$ cat src/rtl/cdr_lock_pkg.sv
package cdr_lock_pkg;
  localparam int unsigned TOL_BASE_W = 8;
  localparam int unsigned TOL_W      = 10;
  localparam int unsigned RETRY_W    = 2;

  typedef enum logic [1:0] {
    TOL_X1      = 2'd0,
    TOL_X1_FRAC = 2'd1,
    TOL_X2      = 2'd2,
    TOL_X2_FRAC = 2'd3
  } tol_mode_e;
endpackage

$ cat src/rtl/clq_tol_scale.sv
module clq_tol_scale
  import cdr_lock_pkg::*;
(
  input  logic [TOL_BASE_W-1:0] base_i,
  input  tol_mode_e             mode_i,
  output logic [TOL_W-1:0]      tol_o
);
  logic [TOL_W-1:0] one_x, two_x, frac;

  assign one_x = TOL_W'(base_i);
  assign two_x = TOL_W'({base_i, 1'b0});
  assign frac  = TOL_W'(base_i[3:1]);

  always_comb begin
    unique case (mode_i)
      TOL_X1:      tol_o = one_x;
      TOL_X1_FRAC: tol_o = one_x + frac;
      TOL_X2:      tol_o = two_x;
      default:     tol_o = two_x + frac;
    endcase
  end

  // scaled value never falls below base nor exceeds 2*base+7
  always_comb begin
    a_r1_tol_bounds: assert (tol_o >= one_x && tol_o <= two_x + TOL_W'(7));
  end
endmodule

$ cat src/rtl/clq_lock_fsm.sv
module clq_lock_fsm
  import cdr_lock_pkg::*;
#(
  parameter int unsigned ERR_W = 12
) (
  input  logic                    clk_i,
  input  logic                    rst_ni,
  input  logic                    check_i,
  input  logic                    sig_det_i,
  input  logic signed [ERR_W-1:0] err_i,
  input  logic [TOL_W-1:0]        tol_i,
  input  logic [RETRY_W-1:0]      retry_i,
  output logic                    lock_o
);
  localparam int unsigned CMP_W = (ERR_W > TOL_W) ? ERR_W : TOL_W;

  logic [ERR_W-1:0]   mag;
  logic               pass;
  logic               lock_q;
  logic [RETRY_W-1:0] fail_q;

  // magnitude of the most negative code still fits unsigned in ERR_W bits
  assign mag  = err_i[ERR_W-1] ? (~err_i + ERR_W'(1)) : err_i;
  assign pass = CMP_W'(mag) <= CMP_W'(tol_i);

  always_ff @(posedge clk_i or negedge rst_ni) begin
    if (!rst_ni) begin
      lock_q <= 1'b0;
      fail_q <= '0;
    end else if (!sig_det_i) begin
      lock_q <= 1'b0;
      fail_q <= '0;
    end else if (check_i) begin
      if (!lock_q) begin
        lock_q <= pass;
        fail_q <= '0;
      end else if (pass) begin
        fail_q <= '0;
      end else if (fail_q == retry_i) begin
        lock_q <= 1'b0;
        fail_q <= '0;
      end else begin
        fail_q <= fail_q + RETRY_W'(1);
      end
    end
  end

  assign lock_o = lock_q;

  a_r5_sig_loss: assert property (@(posedge clk_i) disable iff (!rst_ni)
    !sig_det_i |=> !lock_q);
  a_r2_rise_on_check: assert property (@(posedge clk_i) disable iff (!rst_ni)
    $rose(lock_q) |-> $past(check_i && sig_det_i));
  a_r3_drop_cause: assert property (@(posedge clk_i) disable iff (!rst_ni)
    $fell(lock_q) |-> ($past(check_i) || !$past(sig_det_i)));
endmodule

$ cat src/rtl/clq_err_capture.sv
module clq_err_capture #(
  parameter int unsigned ERR_W = 12
) (
  input  logic                    clk_i,
  input  logic                    rst_ni,
  input  logic                    check_i,
  input  logic                    manual_i,
  input  logic                    grab_i,
  input  logic signed [ERR_W-1:0] err_i,
  output logic signed [ERR_W-1:0] val_o,
  output logic                    rdy_o,
  output logic                    busy_o
);
  logic signed [ERR_W-1:0] val_q;
  logic                    rdy_q, busy_q, cap;

  assign cap = check_i && (!manual_i || busy_q);

  always_ff @(posedge clk_i or negedge rst_ni) begin
    if (!rst_ni) begin
      val_q  <= '0;
      rdy_q  <= 1'b0;
      busy_q <= 1'b0;
    end else begin
      if (cap) begin
        val_q  <= err_i;
        rdy_q  <= 1'b1;
        busy_q <= 1'b0;
      end
      // a fresh request overrides a completing one
      if (grab_i) begin
        rdy_q  <= 1'b0;
        busy_q <= 1'b1;
      end
    end
  end

  assign val_o  = val_q;
  assign rdy_o  = rdy_q;
  assign busy_o = busy_q;

  a_r6_val_hold: assert property (@(posedge clk_i) disable iff (!rst_ni)
    !check_i |=> $stable(val_q));
  a_r7_busy_clear: assert property (@(posedge clk_i) disable iff (!rst_ni)
    (busy_q && check_i && !grab_i) |=> (!busy_q && rdy_q));
endmodule

$ cat src/rtl/clq_idle_timer.sv
module clq_idle_timer #(
  parameter int unsigned IDLE_CYC = 12_500_000
) (
  input  logic clk_i,
  input  logic rst_ni,
  input  logic sig_det_i,
  input  logic disable_i,
  output logic pd_o
);
  localparam int unsigned CNT_W = $clog2(IDLE_CYC + 1);
  localparam logic [CNT_W-1:0] LIMIT = CNT_W'(IDLE_CYC);

  logic [CNT_W-1:0] cnt_q;
  logic             expired;

  always_ff @(posedge clk_i or negedge rst_ni) begin
    if (!rst_ni)                cnt_q <= '0;
    else if (sig_det_i)         cnt_q <= '0;
    else if (cnt_q != LIMIT)    cnt_q <= cnt_q + CNT_W'(1);
  end

  assign expired = (cnt_q == LIMIT);
  // drop at once when the signal returns
  assign pd_o    = expired && !sig_det_i && !disable_i;

  a_r8_pd_needs_low: assert property (@(posedge clk_i) disable iff (!rst_ni)
    pd_o |-> !$past(sig_det_i));
endmodule

$ cat src/rtl/cdr_lock_qual.sv
module cdr_lock_qual
  import cdr_lock_pkg::*;
#(
  parameter int unsigned ERR_W    = 12,
  parameter int unsigned IDLE_CYC = 12_500_000
) (
  input  logic                    clk_i,
  input  logic                    rst_ni,
  input  logic                    check_i,
  input  logic signed [ERR_W-1:0] ppm_err_i,
  input  logic                    sig_det_i,
  input  logic [7:0]              tol_base_i,
  input  logic [1:0]              tol_mode_i,
  input  logic [1:0]              retry_n_i,
  input  logic                    lp_disable_i,
  input  logic                    err_manual_i,
  input  logic                    err_grab_i,
  output logic                    lock_o,
  output logic                    err_rdy_o,
  output logic                    err_busy_o,
  output logic signed [ERR_W-1:0] err_val_o,
  output logic                    pwr_down_o
);
  logic [TOL_W-1:0] tol;

  clq_tol_scale u_tol (
    .base_i (tol_base_i),
    .mode_i (tol_mode_e'(tol_mode_i)),
    .tol_o  (tol)
  );

  clq_lock_fsm #(.ERR_W(ERR_W)) u_lock (
    .clk_i     (clk_i),
    .rst_ni    (rst_ni),
    .check_i   (check_i),
    .sig_det_i (sig_det_i),
    .err_i     (ppm_err_i),
    .tol_i     (tol),
    .retry_i   (retry_n_i),
    .lock_o    (lock_o)
  );

  clq_err_capture #(.ERR_W(ERR_W)) u_cap (
    .clk_i    (clk_i),
    .rst_ni   (rst_ni),
    .check_i  (check_i),
    .manual_i (err_manual_i),
    .grab_i   (err_grab_i),
    .err_i    (ppm_err_i),
    .val_o    (err_val_o),
    .rdy_o    (err_rdy_o),
    .busy_o   (err_busy_o)
  );

  clq_idle_timer #(.IDLE_CYC(IDLE_CYC)) u_idle (
    .clk_i     (clk_i),
    .rst_ni    (rst_ni),
    .sig_det_i (sig_det_i),
    .disable_i (lp_disable_i),
    .pd_o      (pwr_down_o)
  );
endmodule

$ cat config.mk
export PLATFORM = sky130hd
export DESIGN_NAME = cdr_lock_qual
export DESIGN_NICKNAME = d
export VERILOG_FILES = /design/src/rtl/cdr_lock_pkg.sv /design/src/rtl/clq_tol_scale.sv /design/src/rtl/clq_lock_fsm.sv /design/src/rtl/clq_err_capture.sv /design/src/rtl/clq_idle_timer.sv /design/src/rtl/cdr_lock_qual.sv
export SDC_FILE = /design/constraint.sdc
export NUM_CORES = 1
export LEC_CHECK = 0
export BUFFER_PORTS_ARGS = -buffer_cell sky130_fd_sc_hd__buf_4
export CORE_UTILIZATION = 57
export CTS_CLUSTER_DIAMETER = 120
export CTS_CLUSTER_SIZE = 8
export DETAILED_ROUTE_END_ITERATION = 8
export PLACE_DENSITY = 0.8
export REMOVE_ABC_BUFFERS = 1
export SLEW_MARGIN = 15
export SYNTH_ARGS = -nofsm -noshare
export SYNTH_HDL_FRONTEND = slang
export SYNTH_SLANG_ARGS = --single-unit
$ cat constraint.sdc
create_clock -name clk_i -period 2.1 [get_ports clk_i]
set_clock_uncertainty 0.15 [all_clocks]
set_input_delay 0.315 -clock clk_i [delete_from_list [all_inputs] [get_ports clk_i]]
set_output_delay 0.315 -clock clk_i [all_outputs]
set_load 0.02 [all_outputs]
==> results of run 1 <==
[layer usage]
layer	part of all wire, %	wire length, um	vias up
li1	-	-	1316
met1	47	3260	1242
met2	48	3350	70
met3	4.1	284	13
met4	1.5	103	0
met5	0	0	-
[power breakdown]
part           total [W]  internal (W)  leakage, nW  switching (W)
clock           0.000530      0.000236       0.0445       0.000295
sequential      0.000854      0.000828        0.538      0.0000258
combinational   0.000591      0.000296         1.17       0.000296
[per-stage QoR]
| step | hold slack (ns) | cell area [um2] |
|---|---|---|
| 6_report | 0.0206 | 3880 |
| 5_1_grt | 0.0153 | 3880 |
| 4_1_cts | 0.0225 | 3830 |
| 3_5_place_dp | 0.174 | 3620 |
| 3_3_place_gp | 0.171 | 3620 |
| 2_1_floorplan | -0.131 | 2840 |
[cell type report]
type                       instances  area [um2]
sequential                        41        1030
multi-input combinational        251        1860
inverter                          16        60.1
clock buffer                       5        68.8
tap                               67        83.8
clock inverter                     3        21.3
timing repair buffer              99         764
fill                             286         901
[cells in the final DEF, fill, tap and decap left out, types with 3 or more instances in the layout]
cell type and count:
nand4_1 15, nor2_2 3, clkbuf_8 5, buf_4 95, nand2_1 27, xor2_1 19
nor2_1 31, inv_1 14, o21ai_1 5, mux2_2 11, and4_1 3, dfrtp_1 40
o21ai_0 10, nand3_1 14, nand2b_1 4, and3_1 4, ha_1 17, xnor2_1 19
a21oi_1 18
[state kept, by name, summed over array words and instances (netlist names)]
signal	cells
u_cap.rdy_o	1
u_lock.fail_q	2
u_idle.cnt_q	24
u_cap.busy_o	1
u_cap.val_o	12
u_lock.lock_o	1
[final timing paths]
| check | to | slack [ns] | depth (start not counted) |
|---|---|---|---|
| max reg2reg | u_idle.cnt_q[20]$_DFFE_PN0P_ | 0.16 | 7 |
| max in group asynchronous | u_idle.cnt_q[2]$_DFFE_PN0P_ | 1.05 | 2 |
| min reg2reg | u_cap.val_o[0]$_DFFE_PN0P_ | 0.34 | 2 |
| max | u_lock.fail_q[1]$_DFFE_PN0P_ | -0.60 | 14 |
| min in group asynchronous | u_idle.cnt_q[11]$_DFFE_PN0P_ | 0.37 | 2 |
| min | u_cap.rdy_o$_DFFE_PN0P_ | 0.02 | 2 |
[cell families (layout without fill, tap and decap cells)]
| group | count (synthesis) | count (layout) | share of synthesized area [%] |
|---|---|---|---|
| buf+inv | 29 | 123 | 3.90 |
| simple gates | 123 | 123 | 22.2 |
| flops | 41 | 41 | 35.5 |
| mux | 13 | 13 | 4.98 |
| xor+xnor | 38 | 38 | 11.5 |
| compound gates | 56 | 56 | 12.3 |
| fa+ha+maj | 21 | 21 | 9.61 |
[worst register-to-register path, delay by kind of cell, from the launching register on]
family	cells	cell delay, ns
xor+xnor	1	0.18
buf+inv	1	0.14
flops	1	0.38
simple gates	5	0.97
[repair_timing]
item / 4_1_cts / 5_1_grt
hold buffers: 1 / 0
hold endpoints to repair: 41 / 0
endpoints found under the setup margin: 4 / 5
buffers inserted: 5 / 0
resized for setup: 23 / 12
pin swaps: 20 / 17
==> impl_results.md, run 1 <==
* Row cnt at 25
* HP Start: err_grab_i
* Worst setup EP type: register
* Drt total wl at between 6 and 7 mm
* Chip height at approximately 73 um
* Req. time, crit path at between 2 and 2.5 ns
* Worst-Skew Late Latency at 0.30 ns
* Slowest Stage Delay on Critical Path at roughly 0.36 ns
* Post-synth top cells: dfrtp_1, nor2_1, nand2_1
* Synth Register Bits at between 40 and 50
* Area growth, synth to finish at 34.4%
* Worst path top cell family by delay: adder cells
* Final core occ at between 80% and 90%
* Pre-CTS setup slack at -1.15 ns
* CP startpoint kind: input port
* Max frequency at approximately 0.37 GHz
* Crit-path cells: buf_4 -> ha_1 -> inv_1 -> fa_2 -> nor3b_2 -> nand3b_1 -> nand2_1 -> a211oi_2 -> ha_1 -> nand4_1 -> o32a_1 -> o21ai_2 -> a2111o_1 -> o211ai_2
* Die span in x at roughly 73 um
* Starting Density at 60.4%
* Drt pass-1 iters at 4
* Clk sinks at 41
* DR vias/cell at between 5 and 6
* Setup Viol. Count Final at 4
* Initial antenna violation count at 0
* CTS buffer count at 5
* Grt ovf at 0
* Root buffer selected by CTS: clkbuf_8
* Hold Crit Class: in -> reg
* Setup TNS at -1.80 ns
* GRT Overall Usage at between 20% and 30%
* Largest net degree at the start of global routing at between 40 and 50
* CP max stage cell: fa_2
* Vias in the first global route at 2571
* WL per Instance at approximately 15 um
* H-Tree Depth at 2
* M3 GR Usage at under 10%
* Reg2reg start: u_idle.cnt_q[7]$_DFFE_PN0P_
* Peak fanout along the critical path at 3
* Placer Congestion at 0.826
* Full die area at ~5400 um2
* Predominant post-synthesis flop cell: dfrtp_1
* Worst-margin pin slew at between 0.5 and 0.6 ns
* Total core area at between 4000 and 5000 um2
* EDFF count, synth at 0
* Slew margin rel. at around 66%
* Final Cycle Share at 129%
* Non-Filler Instances at roughly 480
* Top-count cell post-synth: dfrtp_1
* Placed cells at about 470
* Register area share after synthesis at a little over a third
* Syn Area/Cell at between 9 and 10 um2
* Busiest layer in global routing: met2
* Final Max Slew Viols at 0
* Critical Path Start: tol_base_i[2]
* Area leader, netlist: dfrtp_1
* Initial DRC count at 123
* Final worst slack at -0.604 ns
* Met1 track utilization from global routing at 37.5%
* DRT antenna net count at 0
* Vias at between 2000 and 3000
* Leakage at roughly 1.8 nW
* Clock-pin slew on the worst setup and hold paths at ~0.080 ns
* CP Buf/Inv Count at 2
* Cell variety after synth at 48
* DP HPWL at approximately 5 mm
* Met2 Resource Use GR at 45.7%
* CTS tree: yes
* Final Power at slightly below 0.002 W
* Clock buffer depth at 2
* Post-synthesis instance area at 2890 um2
* Status: complete, but fails checks
* I/O Buffers at 46
* Fin. Hold Viols at 0
* Worst Path Arrival at roughly 2.7 ns
* Final #Nets at ~470
* Peak supply drop at roughly 0.53 mV
* Share of the synthesized area in the top cell type at ~35%
* Most common cell on crit path: ha_1
* Largest cells by area after synthesis: dfrtp_1, ha_1, xnor2_1
* First-pass GRT wire length at roughly 11 mm
* Fin crit period at 2.70 ns
* Max-cap violations at 0
* Unrepaired setup endpoints after global routing: yes
* Syn. warnings at 0
* Failing checks: negative setup slack
* Asr flop ratio synth at 100%
* PwrDens at just over 500 nW/um2
* Boundary pin count at 47
* Inserted Diodes at 0
* Mapped Cells at roughly 320
* Crit Path Class: in -> reg
* Share of layout cells above drive strength 1 at around a third
* DRC Markers at 0
Power figures use the tool's default switching activity.
==> run 2, diff against run 1 <==
Settings changed: BUFFER_PORTS_ARGS -buffer_cell sky130_fd_sc_hd__buf_4 to -buffer_cell sky130_fd_sc_hd__buf_2, CORE_UTILIZATION 57 to 59, CTS_BUF_LIST set to sky130_fd_sc_hd__clkbuf_8, PLACE_DENSITY 0.8 to 0.83.
==> impl_results.md, run 2 (same netlist as run 1, synthesis figures left out) <==
* Status: complete, but fails checks
* Failing checks: negative setup slack
* Area occupied by registers at 1030 um2
* Grt ovf at 0
* DR vias/cell at between 5 and 6
* Largest net degree at the start of global routing at 42
* Initial DRC count at 186
* DP Area at 3470 um2
* Full die area at 5180 um2
* Setup TNS at -1.83 ns
* WL per Instance at approximately 17 um
* Total core area at 4720 um2
* Fin crit period at 2.73 ns
* Final Max Slew Viols at 0
* First-pass GRT wire length at about 13 mm
* Final #Nets at between 400 and 500
* Worst-margin pin slew at 0.503 ns
* Vias at ~2900
* Row cnt at 25
* Setup Viol. Count Final at 4
* Max-cap violations at 0
* Initial antenna violation count at 0
* Commonest non-fill, non-tap cell in the layout: buf_4
* CTS tree: yes
* Slew margin rel. at about two thirds
* Area growth, synth to finish at 31.0%
* Chip height at 72.0 um
* Final Cycle Share at 130%
* Largest Register: u_idle.cnt_q
* Worst-Skew Late Latency at around 0.3 ns
* R2R cell count at 6
* Peak supply drop at about 0.43 mV
* Drt total wl at between 7 and 8 mm
* Clock-pin slew on the worst setup and hold paths at roughly 0.080 ns
* Most frequent cells in the layout: buf_4, buf_2, dfrtp_1
* Worst Path Arrival at about 2.8 ns
* DRC Markers at 0
* Root buffer selected by CTS: clkbuf_8
* Vias in the first global route at ~2900
* Crit Path Class: in -> reg
* GRT Overall Usage at 32.1%
* Req. time, crit path at 2.18 ns
* Starting Density at 61.2%
* CTS buffer count at 5
* Inserted Diodes at 0
* Fillers at a little under 300
* Pre-CTS setup slack at -1.16 ns
* Clock buffer depth at 2
* Drt pass-1 iters at 6
* H-Tree Depth at 2
* DP HPWL at between 5 and 6 mm
* Share of layout cells above drive strength 1 at approximately 34%
* Clk sinks at 41
* Final worst slack at -0.634 ns
* Peak fanout along the critical path at 4
* Unrepaired setup endpoints after global routing: yes
* Post-route cell area at ~3800 um2
* Max frequency at about 0.37 GHz
* DRT antenna net count at 0
* Final Power at around 0.002 W
* CP startpoint kind: input port
* Worst setup EP type: register
* Area of the multi-input gates at roughly 1900 um2
* Hold path cells at 2
* Final core occ at about 80%
* Boundary pin count at between 40 and 50
* Leakage at ~1.7 nW
* PwrDens at 537 nW/um2
* Max reg flops at 24
* Fin. Hold Viols at 0
* Placer Congestion at approximately 0.85
* Die span in x at about 72 um
* I/O Buffers at 46
* Hold Crit Class: in -> reg
## run 2: final timing paths
path	start	endpoint	slack [ns]
min reg2reg	u_cap.val_o[3]$_DFFE_PN0P_	u_cap.val_o[3]$_DFFE_PN0P_	0.36
min in group asynchronous	rst_ni	u_cap.val_o[4]$_DFFE_PN0P_	0.45
max	tol_base_i[1]	u_lock.fail_q[1]$_DFFE_PN0P_	-0.63
min	err_grab_i	u_cap.rdy_o$_DFFE_PN0P_	0.03
max reg2reg	u_idle.cnt_q[9]$_DFFE_PN0P_	u_idle.cnt_q[16]$_DFFE_PN0P_	0.15
max in group asynchronous	rst_ni	u_lock.lock_o$_DFFE_PN0P_	1.00
## run 2: area by class of cell
cell class                      count  share of cell area, %
Sequential cell                    41                   27.1
Tap cell                           67                   2.21
Clock buffer                        7                   2.54
Multi-Input combinational cell    251                   49.5
Timing Repair Buffer               96                   16.8
Clock inverter                      1                  0.231
Inverter                           16                   1.59
## run 2: report_power, final
| group | switching (W) | internal (W) | leakage [nW] |
|---|---|---|---|
| clock | 0.000292 | 0.000304 | 0.0549 |
| combinational | 0.000321 | 0.000264 | 1.13 |
| sequential | 0.0000241 | 0.000828 | 0.539 |
## run 2: worst max-delay path, cell delays in order
cell	delay [ns]
buf_8	0.09
ha_4	0.14
inv_2	0.05
fa_2	0.37
inv_2	0.05
a21o_1	0.18
nand2_2	0.09
xor2_1	0.16
nor2_1	0.12
a21oi_1	0.07
ha_1	0.28
nand4_1	0.17
a21oi_2	0.19
o21ai_2	0.09
a211o_2	0.31
o211ai_2	0.13
## run 2: timing repair
action,4_1_cts,5_1_grt
setup endpoints to repair,4,5
hold buffers,1,0
setup buffers,6,1
hold endpoints to repair,41,0
pin swaps,27,15
resized for setup,31,8
cloned,0,0
## run 2: routing by layer
metal  wire [um]  global-route usage [%]  vias to the layer above
li1            -                       -                     1315
met1        3000                    33.6                     1371
met2        4210                    60.3                      136
met3         412                    5.97                       39
met4         332                    17.6                        0
met5           0                       0                        -
## run 2: stage by stage
step	hold WS [ns]	cells
final	0.0328	479
after global placement	0.245	463
after floorplan	-0.131	308
after global routing	0.0269	479
after CTS	0.0294	478
after detailed placement	0.252	463
